**src/rtl/mdec_pkg.sv**
```systemverilog
package mdec_pkg;
  typedef enum logic [1:0] {
    ST_HUNT  = 2'd0,
    ST_SYNC2 = 2'd1,
    ST_DATA  = 2'd2
  } rx_state_e;
endpackage

```
**src/rtl/mdec_front.sv**
```systemverilog
module mdec_front #(
  parameter int RUN_W = 5
) (
  input  logic             clk,
  input  logic             rst_n,
  input  logic             src_sel,
  input  logic             bip_one,
  input  logic             bip_zero,
  input  logic             uni_in,
  output logic             lvl,
  output logic             act,
  output logic             bad,
  output logic             flip,
  output logic [RUN_W-1:0] run
);
  logic             lvl_n, act_n, bad_n;
  logic             lvl_q, act_q;
  logic [RUN_W-1:0] run_n;

  // source select and line qualification
  always_comb begin
    if (src_sel) begin
      lvl_n = uni_in;
      act_n = 1'b1;
      bad_n = 1'b0;
    end else begin
      lvl_n = bip_one;
      act_n = bip_one ^ bip_zero;
      bad_n = bip_one & bip_zero;
    end
  end

  assign flip = act & act_q & (lvl != lvl_q);

  // run length of the level before the current cycle
  always_comb begin
    if (!act)      run_n = '0;
    else if (flip) run_n = RUN_W'(1);
    else if (&run) run_n = run;
    else           run_n = run + 1'b1;
  end

  always_ff @(posedge clk or negedge rst_n) begin
    if (!rst_n) begin
      lvl   <= 1'b0;
      act   <= 1'b0;
      bad   <= 1'b0;
      lvl_q <= 1'b0;
      act_q <= 1'b0;
      run   <= '0;
    end else begin
      lvl   <= lvl_n;
      act   <= act_n;
      bad   <= bad_n;
      lvl_q <= lvl;
      act_q <= act;
      run   <= run_n;
    end
  end
endmodule

```
**src/rtl/mdec_rx.sv**
```systemverilog
module mdec_rx
  import mdec_pkg::*;
#(
  parameter int OSR      = 12,
  parameter int SYNC_TOL = 2,
  parameter int WB       = 16,
  parameter int RUN_W    = 5
) (
  input  logic             clk,
  input  logic             rst_n,
  input  logic             dec_rst,
  input  logic             lvl,
  input  logic             act,
  input  logic             bad,
  input  logic             flip,
  input  logic [RUN_W-1:0] run,
  output logic             take_data,
  output logic             sdata,
  output logic             sclk,
  output logic             cmd_sync,
  output logic             start_p,
  output logic             done_ok
);
  localparam int HALF  = OSR / 2;
  localparam int SNOM  = OSR + HALF;
  localparam int SMIN  = SNOM - SYNC_TOL;
  localparam int SMAX  = SNOM + SYNC_TOL;
  localparam int PH_W  = $clog2(OSR);
  localparam int BI_W  = $clog2(WB + 2);
  localparam int S1    = HALF / 2;
  localparam int S2    = HALF + HALF / 2;
  localparam logic [PH_W-1:0] PH_LAST = PH_W'(OSR - 1);
  localparam logic [PH_W-1:0] PH_HALF = PH_W'(HALF);
  localparam logic [BI_W-1:0] BI_PAR  = BI_W'(WB);
  localparam logic [BI_W-1:0] BI_TAIL = BI_W'(WB + 1);

  rx_state_e       st, st_n;
  logic [PH_W-1:0] ph, ph_n;
  logic [BI_W-1:0] bi, bi_n;
  logic            half, half_n;
  logic            h1, h1_n, h2, h2_n;
  logic            err, err_n;
  logic            is_cmd, cmd_n;
  logic [WB:0]     sh, sh_n;

  always_comb begin
    st_n    = st;
    ph_n    = (ph == PH_LAST) ? '0 : ph + 1'b1;
    bi_n    = bi;
    half_n  = half;
    h1_n    = h1;
    h2_n    = h2;
    err_n   = err;
    cmd_n   = is_cmd;
    sh_n    = sh;
    start_p = 1'b0;
    done_ok = 1'b0;
    case (st)
      ST_HUNT: begin
        if (flip && run >= RUN_W'(SMIN) && run <= RUN_W'(SMAX)) begin
          st_n   = ST_SYNC2;
          ph_n   = PH_W'(HALF + 1);
          half_n = 1'b0;
          cmd_n  = ~lvl;
          err_n  = 1'b0;
        end
      end
      ST_SYNC2: begin
        if (bad || !act) err_n = 1'b1;
        if (flip && !(half && ph >= PH_W'(SMIN - HALF))) begin
          st_n = ST_HUNT;
        end else if (ph == PH_LAST) begin
          if (half) begin
            st_n = ST_DATA;
            bi_n = '0;
          end else begin
            half_n = 1'b1;
          end
        end
      end
      ST_DATA: begin
        if (bi <= BI_PAR &&
            (bad || (!act && (ph == PH_W'(S1) || ph == PH_W'(S2)))))
          err_n = 1'b1;
        if (ph == PH_W'(S1)) h1_n = lvl;
        if (ph == PH_W'(S2)) h2_n = lvl;
        if (ph == PH_LAST) begin
          if (bi == BI_TAIL) begin
            st_n    = ST_HUNT;
            done_ok = ^sh;
          end else if (err || h1 == h2) begin
            st_n = ST_HUNT;
          end else begin
            sh_n    = {sh[WB-1:0], h1};
            bi_n    = bi + 1'b1;
            start_p = (bi == BI_W'(1));
          end
        end
      end
      default: st_n = ST_HUNT;
    endcase
    if (dec_rst && ph == PH_HALF) begin
      st_n    = ST_HUNT;
      start_p = 1'b0;
      done_ok = 1'b0;
    end
  end

  always_ff @(posedge clk or negedge rst_n) begin
    if (!rst_n) begin
      st     <= ST_HUNT;
      ph     <= '0;
      bi     <= '0;
      half   <= 1'b0;
      h1     <= 1'b0;
      h2     <= 1'b0;
      err    <= 1'b0;
      is_cmd <= 1'b0;
      sh     <= '0;
    end else begin
      st     <= st_n;
      ph     <= ph_n;
      bi     <= bi_n;
      half   <= half_n;
      h1     <= h1_n;
      h2     <= h2_n;
      err    <= err_n;
      is_cmd <= cmd_n;
      sh     <= sh_n;
    end
  end

  assign take_data = (st == ST_DATA) && (bi >= BI_W'(2));
  assign sdata     = take_data & sh[1];
  assign sclk      = (ph >= PH_HALF);
  assign cmd_sync  = take_data & is_cmd;

  assert_abort_R10: assert property (@(posedge clk) disable iff (!rst_n)
    (dec_rst && sclk && ph == PH_HALF) |=> (st == ST_HUNT));

  assert_win_opens_low_R5: assert property (@(posedge clk) disable iff (!rst_n)
    $rose(take_data) |-> !sclk);

  assert_sync_type_steady_R2: assert property (@(posedge clk) disable iff (!rst_n)
    (take_data && $past(take_data)) |-> (cmd_sync == $past(cmd_sync)));

  assert_two_bits_first_R4: assert property (@(posedge clk) disable iff (!rst_n)
    $rose(take_data) |-> $past(start_p));
endmodule

```
**src/rtl/mdec_vhold.sv**
```systemverilog
module mdec_vhold #(
  parameter int HOLD = 240
) (
  input  logic clk,
  input  logic rst_n,
  input  logic set_i,
  input  logic clr_i,
  output logic valid_o
);
  localparam int CW = $clog2(HOLD + 1);

  logic [CW-1:0] cnt, cnt_n;

  always_comb begin
    if (clr_i)           cnt_n = '0;
    else if (set_i)      cnt_n = CW'(HOLD);
    else if (cnt != '0)  cnt_n = cnt - 1'b1;
    else                 cnt_n = cnt;
  end

  always_ff @(posedge clk or negedge rst_n) begin
    if (!rst_n) cnt <= '0;
    else        cnt <= cnt_n;
  end

  assign valid_o = (cnt != '0);

  assert_hold_drop_R9: assert property (@(posedge clk) disable iff (!rst_n)
    $fell(valid_o) |-> ($past(clr_i) || $past(cnt) == CW'(1)));
endmodule

```
**src/rtl/mdec_top.sv**
```systemverilog
module mdec_top #(
  parameter int OSR        = 12,
  parameter int SYNC_TOL   = 2,
  parameter int WB         = 16,
  parameter int VW_PERIODS = 20
) (
  input  logic clk,
  input  logic rst_n,
  input  logic dec_rst,
  input  logic src_sel,
  input  logic bip_one,
  input  logic bip_zero,
  input  logic uni_in,
  output logic sdata,
  output logic sclk,
  output logic take_data,
  output logic cmd_sync,
  output logic valid_word
);
  localparam int RUN_W = $clog2(OSR + OSR / 2 + SYNC_TOL + 2);
  localparam int HOLD  = VW_PERIODS * OSR;

  logic [1:0]       rs;
  logic             rst_s;
  logic             lvl, act, bad, flip;
  logic [RUN_W-1:0] run;
  logic             start_p, done_ok;

  always_ff @(posedge clk or negedge rst_n) begin
    if (!rst_n) rs <= 2'b00;
    else        rs <= {rs[0], 1'b1};
  end
  assign rst_s = rs[1];

  mdec_front #(.RUN_W(RUN_W)) u_front (
    .clk(clk), .rst_n(rst_s), .src_sel(src_sel), .bip_one(bip_one),
    .bip_zero(bip_zero), .uni_in(uni_in), .lvl(lvl), .act(act),
    .bad(bad), .flip(flip), .run(run)
  );

  mdec_rx #(.OSR(OSR), .SYNC_TOL(SYNC_TOL), .WB(WB), .RUN_W(RUN_W)) u_rx (
    .clk(clk), .rst_n(rst_s), .dec_rst(dec_rst), .lvl(lvl), .act(act),
    .bad(bad), .flip(flip), .run(run), .take_data(take_data),
    .sdata(sdata), .sclk(sclk), .cmd_sync(cmd_sync),
    .start_p(start_p), .done_ok(done_ok)
  );

  mdec_vhold #(.HOLD(HOLD)) u_vhold (
    .clk(clk), .rst_n(rst_s), .set_i(done_ok), .clr_i(start_p),
    .valid_o(valid_word)
  );

  assert_clear_at_start_R9: assert property (@(posedge clk) disable iff (!rst_s)
    $rose(take_data) |-> !valid_word);

  assert_valid_follows_word_R6: assert property (@(posedge clk) disable iff (!rst_s)
    $rose(valid_word) |-> $past(take_data));
endmodule

```
**config.mk**
```make
export PLATFORM = sky130hd
export DESIGN_NAME = mdec_top
export DESIGN_NICKNAME = d
export VERILOG_FILES = /design/src/rtl/mdec_pkg.sv /design/src/rtl/mdec_front.sv /design/src/rtl/mdec_rx.sv /design/src/rtl/mdec_vhold.sv /design/src/rtl/mdec_top.sv
export SDC_FILE = /design/constraint.sdc
export NUM_CORES = 1
export LEC_CHECK = 0
export BUFFER_PORTS_ARGS = -buffer_cell sky130_fd_sc_hd__buf_2
export CAP_MARGIN = 20
export CORE_MARGIN = 1
export CORE_UTILIZATION = 55
export CTS_CLUSTER_SIZE = 14
export DETAILED_ROUTE_END_ITERATION = 7
export HOLD_SLACK_MARGIN = 0.15
export PLACE_DENSITY = 0.72
export SKIP_CTS_REPAIR_TIMING = 1
export SLEW_MARGIN = 10
export SYNTH_ARGS = -nofsm -noshare
export SYNTH_HDL_FRONTEND = slang
export SYNTH_HIERARCHICAL = 1
export SYNTH_SLANG_ARGS = --single-unit
export TNS_END_PERCENT = 30
```
**constraint.sdc**
```tcl
create_clock -name clk -period 2 [get_ports clk]
set_clock_uncertainty 0.15 [all_clocks]
set_input_delay 0.1 -clock clk [delete_from_list [all_inputs] [get_ports clk]]
set_output_delay 0.1 -clock clk [all_outputs]
set_load 0.005 [all_outputs]
```
Word-level counts from Yosys, hierarchy flattened --
Index checks and enable logic that the tools add are counted.
Word-level totals: register bits 53, latch bits 0, memory bits (writable) 0, bits in read-only memories 0, output and inout bits 5, memories 0
Cells by class: add/subtract/negate cells 4, multiply operators 0, div/mod/pow operators 0, magnitude comparators 6, eq/ne operators 25, shifts and indexed selects 0, muxes and demuxes 44, bitwise operators 9, reductions and logical operators 30
Operators with widths (number):
- 2-to-1 mux 5 bit | 9
- 2-to-1 mux 8 bit | 3
- 2-to-1 mux 1 bit | 17
- parity 17 bit | 1
- 2-to-1 mux 2 bit | 8
- 2-to-1 mux 4 bit | 3
- != test 2 x 1 -> 1 bit, second input constant | 6
- != test 4 x 1 -> 1 bit, second input constant | 3
- AND reduction 4 bit | 3
- adder 5 x 1 -> 5 bit, second input constant | 2
- <= comparator 5 bit, second input constant | 2
- case mux 5 bit (2 select lines) | 1
- AND reduction 5 bit | 2
- == test 4 bit, second input constant | 2
- logical AND 1 bit | 8
- nonzero test 8 bit | 1
- subtractor 8 x 1 -> 8 bit, second input constant | 1
- AND reduction 7 bit | 1
- != test 2 bit, second input constant | 3
- != test 3 x 1 -> 1 bit, second input constant | 2
- case mux 2 bit (3 select lines) | 1
- AND reduction 2 bit | 3
- nonzero test 3 bit | 2
- bitwise AND 1 bit | 5
- other kinds (22) | 29

Depth between registers and ports, before layout --
Gate-level depths: netlist of the first run.
depth after elaboration 8, mapped depth 8

By module --
Netlist of the first run, hierarchy kept.
By module, submodules not included:
- mdec_rx | instances 1, cells an instance 179, area each 1949.4 µm², seq. area each 825.8 µm²
- mdec_vhold | instances 1, cells an instance 50, area each 476.7 µm², seq. area each 200.2 µm²
- mdec_front | instances 1, cells an instance 34, area each 426.7 µm², seq. area each 250.2 µm²
- mdec_top | instances 1, cells an instance 3, area each 53.8 µm², seq. area each 50.0 µm²

Worst setup path after synthesis of the first run --
OpenSTA, ideal clock, no wires.
kind register to register, start point register u_rx.bi[0], end point register u_rx.sh[0], library setup time 125 ps, arrival 1915 ps, required time 1725 ps, slack -189 ps, stages on the path, launching flop included 6, cell sequence dfrtp_1 > ha_1 > and4bb_4 > nor4b_4 > buf_4 > mux2_2
Between the ends: longest elaborated chain between the ends 3
RTL lines:
- start: declaration | RTL line mdec_rx.sv:39 | logic [BI_W-1:0] bi, bi_n;
- start signal: assignment | RTL line mdec_rx.sv:123 | bi <= bi_n;
- == test 5 bit | RTL line mdec_rx.sv:88 | if (bi == BI_TAIL) begin
- NOT 1 bit (no source line)
- AND reduction 4 bit (no source line)
- end signal: assignment | RTL line mdec_rx.sv:129 | sh <= sh_n;
- end: declaration | RTL line mdec_rx.sv:44 | logic [WB:0] sh, sh_n;
Every way passes these cells. A chain may end at the register's enable or synchronous reset.

Worst setup path in the final report of the first run --
start point register u_rx.sh[15], end point register u_vhold.cnt[3]
Between the ends: longest elaborated chain between the ends 7, elaborated cells on any way between the ends 8, those cells by class mux: 6; reduce/logical: 2
RTL lines:
- parity 17 bit (*) | RTL line mdec_rx.sv:90 | done_ok = ^sh;
- 2-to-1 mux 1 bit (*) | RTL line mdec_rx.sv:88
- 2-to-1 mux 1 bit (*) | RTL line mdec_rx.sv:87 | if (ph == PH_LAST) begin
- 2-to-1 mux 1 bit (*) | RTL line mdec_rx.sv:58 | case (st)
- 2-to-1 mux 1 bit (*) | RTL line mdec_rx.sv:102 | if (dec_rst && ph == PH_HALF) begin
- named net done_ok | RTL line mdec_top.sv:27 | logic start_p, done_ok;
- 2-to-1 mux 8 bit | RTL line mdec_vhold.sv:16 | else if (set_i) cnt_n = CW'(HOLD);
- 2-to-1 mux 8 bit | RTL line mdec_vhold.sv:15 | if (clr_i) cnt_n = '0;
- end signal: assignment | RTL line mdec_vhold.sv:23 | else cnt <= cnt_n;
- end: declaration | RTL line mdec_vhold.sv:12 | logic [CW-1:0] cnt, cnt_n;
The timed path passes the listed nets; every way through them passes the cells marked *.

==> impl_metrics.ini, run 1 <==
[floorplanning]
die_area_um2 = 5580
die_h_um = 74.7
coreArea_um2 = 5110
core.rowCount = 26
dieWidth_um = 74.7
pin_count = 12
initial_core_util = 0.569

[grt]
antenna_found_initial = 0
grt_pass1_vias = 2015
grtUsageTotal = 0.221
globalRouteOverflowTotal = 0
grt_max_degree = 30
grt_pass1_wl_um = 9190

[critical_path]
path_cells = xor2_1 -> xnor2_1 -> xnor3_1 -> xnor2_2 -> nor2_4 -> or3_1 -> mux2i_1
crit_fanout = 5
crit_required_ps = 2090
slowest_stage = xnor3_1
criticalPathCategory = flop to flop
cp_data_arrival_time_ps = 2230
worstSetupStartpointType = flop
cp_slowest_stage_delay_ps = 450
end_kind = flop

[worst_hold_path]
hold_class = flop to async pin

[drt]
wl_met2_um = 2920
vias = 2188
firstDrtPassIters = 4
wire_per_inst_um = 14.7
top_layer = met4
wirelength_met1_um = 2740
ant_nets = 0
remaining_drc_errors = 0
drt_iter0_drc = 135
drt_wl_total_um = 5910
dr_wl_met3_um = 161
via_per_inst = 5.44

[sta]
finalSetupViolations = 27
hold_viol = 0
finalCriticalPeriod_ps = 2150
worst_pin_slew_ps = 547
rsz0062_at_grt = yes
period_share = 1.07
slew_headroom = 0.636
fmax_mhz = 466
worst_slack_ps = -147
drv_slew = 0

[run]
max_cap_viol_count = 0

[final_layout]
area_growth_pct = 28.7
antenna_cells = 0
nets = 354
design_area_um2 = 3740
layout-drive-gt1-share = 0.367

[logic_synthesis]
netlist_area_um2 = 2910
ys.flop_type = dfrtp_1
ys_ff_latch = 53
synth-seq-area-share = 0.456
syn_inst = 266
ys_async_sr_fraction = 1.00
syn-num-nets = 289
synthDistinctLibCells = 53
yosys_warnings = 6
syn_area_per_cell_um2 = 10.9
synth-edff-count = 0

[cts]
clock_latency_ps = 310
root_buffer = clkbuf_8
cts_buffers = 5
clk_path_buf_depth = 2
cts_tree = built
clk_pin_slew_worst_paths_ps = 100
htreeDepth = 2
clkSinkCount = 53

[power]
vdd_ir_drop_max_mv = 0.715
leakage_uw = 0.00172
finalPower_uw = 2920
powerDensity_nw_per_um2 = 782

[place]
place_ws_ps = -165
io_buffers = 11
place_area_um2 = 3340
hpwl_um = 4110
place_congestion = 0.838

[run_status]
outcome = finished with violations
failed_checks = negative setup slack
## final timing paths
check / endpoint / slack (ps) / start / depth (start not counted)
worst max-delay path: u_vhold/cnt[3]$_DFFE_PN0P_ / -150 / u_rx/sh[15]$_DFFE_PN0P_ / 7
worst min-delay path: u_front/bad$_DFF_PN0_ / 110 / rs[1]$_DFF_PN0_ / 0
worst max register to register: u_vhold/cnt[3]$_DFFE_PN0P_ / -150 / u_rx/sh[15]$_DFFE_PN0P_ / 7
worst min register to register: u_front/bad$_DFF_PN0_ / 110 / rs[1]$_DFF_PN0_ / 0
max in group asynchronous: u_vhold/cnt[3]$_DFFE_PN0P_ / 1050 / rs[1]$_DFF_PN0_ / 1
min in group clk: rs[1]$_DFF_PN0_ / 220 / rs[0]$_DFF_PN0_ / 0
## report_power, final
| group | internal (uW) | switching, uW | total, uW |
|---|---|---|---|
| combinational | 543 | 523 | 1070 |
| clock | 242 | 355 | 597 |
| sequential | 1160 | 95.9 | 1260 |
## registers in the layout, indices dropped and copies added (netlist names)
name           flops
u_front/bad        1
u_rx/st            2
u_rx/sh           17
u_rx/err           1
u_front/act_q      1
u_rx/h1            1
u_front/act        1
u_rx/bi            5
u_front/run        5
rs                 2
u_front/lvl_q      1
u_rx/ph            4
u_front/lvl        1
u_rx/half          1
u_vhold/cnt        8
u_rx/h2            1
u_rx/is_cmd        1
## worst max-delay path: cells and delay by family, from the launching register on
family	cells	cell delay (ps)
AND/OR/NAND/NOR	2	410
multiplexers	1	120
XOR/XNOR	4	1000
flip-flops	1	410
## cell families (layout without fill, tap and decap cells)
| kind of cell | after synthesis | in the layout | synth area share |
|---|---|---|---|
| and+or+nand+nor | 80 | 80 | 0.167 |
| DFF | 53 | 53 | 0.456 |
| adders and majority gates | 16 | 16 | 0.0689 |
| other | 1 | 1 | 0.00129 |
| xor gates and xnor gates | 22 | 22 | 0.0710 |
| muxes | 26 | 26 | 0.0986 |
| buffers and inverters | 22 | 88 | 0.0331 |
| AOI/OAI and AO/OA | 46 | 46 | 0.104 |
## cells in the mapped netlist (2+ instances only)
cell type / instances / area [um2]
dfrtp_1: 53 / 1330
mux2_2: 21 / 236
ha_1: 16 / 200
nor2_1: 16 / 60.1
inv_1: 15 / 56.3
nand2_1: 15 / 56.3
o21ai_0: 15 / 75.1
xnor2_1: 15 / 131
a21oi_1: 8 / 40.0
nand3_1: 7 / 35.0
xor2_1: 6 / 52.6
mux2i_1: 5 / 50.1
nor3_1: 5 / 25.0
a22o_1: 4 / 35.0
and2_1: 4 / 25.0
nand2b_1: 4 / 25.0
nor2b_1: 4 / 25.0
a31oi_1: 3 / 18.8
clkbuf_1: 3 / 11.3
nand4b_1: 3 / 26.3
nor4b_1: 3 / 26.3
o31ai_1: 3 / 22.5
or3_1: 3 / 18.8
a31o_2: 2 / 17.5
and3_1: 2 / 12.5
buf_2: 2 / 10.0
nor3b_1: 2 / 15.0
o2bb2ai_1: 2 / 17.5
## through the flow
stage	TNS (ps)	hold WS, ps	std cells	util
6_report	-1100	106	402	0.732
2_1_floorplan	-1990	-346	266	-
3_5_place_dp	-1190	-262	380	0.654
3_3_place_gp	-434	-264	380	0.654
5_1_grt	-3090	148	402	0.732
4_1_cts	-2200	-601	388	0.671
## routing by layer
metal  GRT usage  vias up
li1            -     1065
met1       0.307     1070
met2       0.353       45
met3      0.0402        8
met4      0.0692        0
met5           0        -
## final cells by class
class | count | area [um2]
fill | 385 | 1370
timing repair buffer | 65 | 512
clock inverter | 3 | 17.5
tap | 70 | 87.6
multi-input combinational | 191 | 1670
sequential | 53 | 1330
clock buffer | 5 | 68.8
inverter | 15 | 56.3
## cell usage in the layout, fill, tap and decap left out, types with 4 or more instances in the layout
master / instances
a21oi_1: 5
buf_2: 11
buf_4: 42
clkbuf_8: 5
dfrtp_1: 51
dlygate4sd3_1: 9
ha_1: 11
ha_2: 4
inv_1: 13
mux2_2: 15
mux2_4: 6
mux2i_1: 5
nand2_1: 14
nand3_1: 7
nor2_1: 13
nor2b_1: 4
nor3_1: 5
o21ai_0: 13
xnor2_1: 14
xor2_1: 5
(Power assumes the default switching activity.)
==> run 2: changes to the inputs <==
--- a/config.mk
+++ b/config.mk
@@ -13,10 +13,10 @@
 export DETAILED_ROUTE_END_ITERATION = 7
 export HOLD_SLACK_MARGIN = 0.15
 export PLACE_DENSITY = 0.72
+export REMOVE_ABC_BUFFERS = 1
 export SKIP_CTS_REPAIR_TIMING = 1
 export SLEW_MARGIN = 10
 export SYNTH_ARGS = -nofsm -noshare
 export SYNTH_HDL_FRONTEND = slang
 export SYNTH_HIERARCHICAL = 1
 export SYNTH_SLANG_ARGS = --single-unit
-export TNS_END_PERCENT = 30
==> run 2 against run 1 <==
The flow still finishes with violations (negative setup slack). Sequential power barely moved. Maximum frequency fell by 3.7%. Count of clock-buffer cells in the layout rose by 1. Global-route usage fell by 0.20 points. Core utilization rose by 4.4 points.
==> impl_metrics.ini, run 2 (synthesis gave the netlist of run 1 again) <==
[run_status]
outcome = finished with violations
failed_checks = negative setup slack

[worst_hold_path]
hold_depth = 0
holdPathEnd = rs[1]$_DFF_PN0_
min_from = rs[0]$_DFF_PN0_
hold_class = flop to flop

[power]
powerDensity_nw_per_um2 = 793
leakage_uw = 0.00181
finalPower_uw = 3140
vdd_ir_drop_max_mv = 0.541

[sta]
finalCriticalPeriod_ps = 2230
finalSetupViolations = 27
drv_slew = 0
hold_viol = 0
slew_headroom = 0.590
rsz0062_at_grt = yes
worst_slack_ps = -230
fmax_mhz = 448
period_share = 1.12
worst_pin_slew_ps = 613
fin_worst_hold_slack_ps = 226

[grt]
globalRouteOverflowTotal = 0
antenna_found_initial = 0
grtUsageTotal = 0.219
grt_pass1_wl_um = 9170
grt_max_degree = 39
grt_pass1_vias = 2013

[final_layout]
nets = 362
final_cell_mix = dfrtp_1, buf_4, mux2_4, nor2_1
top_regs = u_rx/sh (17), u_vhold/cnt (8)
layout_commonest_cell = dfrtp_1
antenna_cells = 0
area_growth_pct = 36.4
regArea_um2 = 1330
multi_input_area_um2 = 1760
largest_register = u_rx/sh
largest_reg_flops = 17
layout-drive-gt1-share = 0.374
num-fill-cells = 327

[critical_path]
criticalPathCategory = flop to flop
worstSetupStartpointType = flop
r2r_cells = 7
cp_data_arrival_time_ps = 2320
reg2reg_slack_ps = -230
r2r_start = u_rx/sh[4]$_DFFE_PN0P_
crit_required_ps = 2090
crit_fanout = 5
end_kind = flop
r2r-end = u_vhold/cnt[3]$_DFFE_PN0P_

[cts]
htreeDepth = 2
clock_latency_ps = 310
clk_pin_slew_worst_paths_ps = 100
root_buffer = clkbuf_8
clk_path_buf_depth = 2
clkSinkCount = 53
cts_tree = built
cts_buffers = 5

[place]
io_buffers = 11
place_congestion = 0.839
place_ws_ps = -120
hpwl_um = 4040

[floorplanning]
pin_count = 12
dieWidth_um = 74.7
die_area_um2 = 5580
die_h_um = 74.7
coreArea_um2 = 5110
initial_core_util = 0.569
core.rowCount = 26

[drt]
wire_per_inst_um = 16.5
via_per_inst = 5.63
remaining_drc_errors = 0
ant_nets = 0
firstDrtPassIters = 4
drt_iter0_drc = 183
vias = 2309
drt_wl_total_um = 6780

[run]
max_cap_viol_count = 0
## run 2: worst max-delay path by stage
stage,startpoint,to
3_5_place_dp,u_rx/sh[15]$_DFFE_PN0P_,u_vhold/cnt[5]$_DFFE_PN0P_
5_1_grt,u_rx/sh[15]$_DFFE_PN0P_,u_vhold/cnt[3]$_DFFE_PN0P_
6_report,u_rx/sh[4]$_DFFE_PN0P_,u_vhold/cnt[3]$_DFFE_PN0P_
4_1_cts,u_rx/sh[4]$_DFFE_PN0P_,u_vhold/cnt[5]$_DFFE_PN0P_
2_1_floorplan,u_rx/st[0]$_DFFE_PN0P_,u_rx/bi[3]$_DFFE_PN0P_
3_3_place_gp,u_rx/sh[15]$_DFFE_PN0P_,u_vhold/cnt[5]$_DFFE_PN0P_
## run 2: metal layers
metal	routed length [um]	part of all wire	vias up	GRT usage
met2	3410	0.50	68	0.337
met3	279	0.041	12	0.0375
met4	118	0.017	0	0.0671
met5	0	0	-	0
met1	2970	0.44	1143	0.318
li1	-	-	1086	-
## run 2: cell type report
cell class                      count  share of cell area
Tap cell                           70              0.0221
Inverter                           15              0.0142
Timing Repair Buffer               73               0.158
Clock inverter                      2             0.00978
Multi-Input combinational cell    191               0.443
Clock buffer                        6              0.0183
Sequential cell                    53               0.335
## run 2: metrics by stage
stage / setup TNS (ps) / utilization / cells / cell area, um2
after floorplan: -10550 / - / 259 / 2870
after global placement: -340 / 0.656 / 382 / 3350
after detailed placement: -575 / 0.656 / 382 / 3350
after CTS: -1410 / 0.678 / 390 / 3460
after global routing: -4470 / 0.776 / 410 / 3970
final: -2300 / 0.776 / 410 / 3970
## run 2: worst max-delay path, stage by stage (launching register included)
cell and delay, ps:
dfrtp_1 440, xnor2_2 170, xnor2_1 270, xnor3_1 410, xnor2_2 190, nor2_4 70
or3_1 350, mux2i_1 130
## run 2: power by group
group          internal [uW]  switching [uW]  leakage (uW)
clock                    379             369     0.0000558
combinational            580             556       0.00107
sequential              1160            95.9      0.000679
total                   2120            1020       0.00181
==> run 3: changes to the inputs <==
==> constraint.sdc (replaced) <==
create_clock -name clk -period 2.7 [get_ports clk]
set_clock_uncertainty 0.15 [all_clocks]
set_input_delay 0.135 -clock clk [delete_from_list [all_inputs] [get_ports clk]]
set_output_delay 0.135 -clock clk [all_outputs]
set_load 0.005 [all_outputs]
==> run 3 against run 2 <==
The flow now finishes without violations. Design area decreased by 18%. Combinational power decreased by 57%. Maximum frequency increased by 0.19%. Critical endpoint is now u_rx/bi[3]$_DFFE_PN0P_. Largest cell class unchanged.
==> impl_metrics.ini, run 3 (synthesis gave the netlist of run 1 again) <==
[grt]
antenna_found_initial = 0
grt_pass1_wl_um = 8020
grt_max_degree = 31
grt_pass1_vias = 1757
globalRouteOverflowTotal = 0
grtUsageTotal = 0.189

[cts]
clock_latency_ps = 310
clk_path_buf_depth = 2
cts_buffers = 5
clkSinkCount = 53
cts_tree = built
htreeDepth = 2
root_buffer = clkbuf_8
clk_pin_slew_worst_paths_ps = 90

[sta]
slew_headroom = 0.375
setup_tns_ps = 0
fmax_mhz = 449
worst_slack_ps = 474
worst_pin_slew_ps = 934
drv_slew = 0
rsz0062_at_grt = no
finalSetupViolations = 0
finalCriticalPeriod_ps = 2230
hold_viol = 0
period_share = 0.825

[floorplanning]
pin_count = 12
core.rowCount = 26
coreArea_um2 = 5110
die_area_um2 = 5580
die_h_um = 74.7
initial_core_util = 0.569
dieWidth_um = 74.7

[drt]
firstDrtPassIters = 4
vias = 1985
drt_iter0_drc = 153
ant_nets = 0
remaining_drc_errors = 0
via_per_inst = 5.48
wire_per_inst_um = 13.7
drt_wl_total_um = 4960

[final_layout]
layout_commonest_cell = dfrtp_1
multi_input_area_um2 = 1480
area_growth_pct = 11.2
top_regs = u_rx/sh (17), u_vhold/cnt (8)
nets = 314
final_cell_mix = dfrtp_1, mux2_2, nor2_1, ha_1
antenna_cells = 0
largest_reg_flops = 17
largest_register = u_rx/sh
layout-drive-gt1-share = 0.182
num-fill-cells = 438
regArea_um2 = 1330

[critical_path]
crit_fanout = 6
cpMostUsedCell = a22o_1
crit_required_ps = 2750
cp_data_arrival_time_ps = 2280
end_kind = flop
worstSetupStartpointType = flop
criticalPathCategory = flop to flop
path_cells = ha_1 -> and4bb_4 -> or3b_4 -> nand2b_1 -> a22o_1 -> a22o_1
crit_family = simple AND/OR/NAND/NOR gates
slowest_stage = dfrtp_1
critical_path_buf_inv_count = 0
cp_slowest_stage_delay_ps = 460

[worst_hold_path]
hold_class = input pin to flop

[place]
hpwl_um = 3520
io_buffers = 11
place_congestion = 0.862
place_ws_ps = 502

[power]
pwr-share-comb = 0.256
leakage_uw = 0.00148
powerDensity_nw_per_um2 = 590
pwr-share-clk = 0.244
switching_share = 0.321
seqPwrFrac = 0.501
power.internal_uw = 1300
vdd_ir_drop_max_mv = 0.421
power.switching_uw = 611

[run_status]
outcome = completed

[run]
max_cap_viol_count = 0
-- run 3: changes by cell type in the layout (fill, tap and decap cells not counted), sizes merged --
cell	delta
buf	-44
dlygate4sd3	-2
bufinv	-1
clkbuf	-1
clkinvlp	+1
inv	-1
-- run 3: routing by layer --
metal	up-vias	part of all wire	track usage
li1	984	-	-
met1	972	0.50	0.280
met2	25	0.46	0.273
met3	4	0.027	0.0402
met4	0	0.0097	0.0692
met5	-	0	0
-- run 3: worst min-delay path: cells and delay by family --
kind,cells,cell delay (ps)
buffers and inverters,1,90
multiplexers,1,70
AND/OR/NAND/NOR,2,240
-- run 3: worst paths after layout --
check / depth (start not counted) / start / to / slack [ps]
max: 6 / u_rx/bi[0]$_DFFE_PN0P_ / u_rx/bi[3]$_DFFE_PN0P_ / 470
min: 4 / dec_rst / u_rx/st[0]$_DFFE_PN0P_ / 130
max reg2reg: 6 / u_rx/bi[0]$_DFFE_PN0P_ / u_rx/bi[3]$_DFFE_PN0P_ / 470
min reg2reg: 1 / rs[1]$_DFF_PN0_ / u_rx/sh[0]$_DFFE_PN0P_ / 140
max in group asynchronous: 1 / rs[1]$_DFF_PN0_ / u_rx/st[0]$_DFFE_PN0P_ / 1020
min in group asynchronous: 1 / rs[1]$_DFF_PN0_ / u_rx/sh[0]$_DFFE_PN0P_ / 140
-- run 3: power by group through the flow --
stage / Combinational (uW) / Sequential [uW] / Clock [uW]
4_1_cts: 469 / 959 / 488
6_report: 487 / 954 / 465
3_5_place_dp: 467 / 975 / 0
2_1_floorplan: 365 / 957 / 0
3_3_place_gp: 459 / 971 / 0
5_1_grt: 547 / 968 / 519
-- run 3: layout make-up --
type / instances / area share
multi-input combinational: 191 / 0.459
sequential: 53 / 0.411
timing repair buffer: 25 / 0.0565
tap: 70 / 0.0271
clock buffer: 7 / 0.0267
inverter: 15 / 0.0174
clock inverter: 1 / 0.00232
-- run 3: per-stage QoR --
step / cells / hold slack, ps / util / instance area [um2] / power (uW)
global route: 362 / 160 / 0.633 / 3230 / 2030
floorplan: 259 / -311 / - / 2870 / 1320
CTS: 353 / -568 / 0.615 / 3140 / 1920
detailed placement: 345 / -225 / 0.597 / 3050 / 1440
finish: 362 / 128 / 0.633 / 3230 / 1910
global placement: 345 / -230 / 0.597 / 3050 / 1430
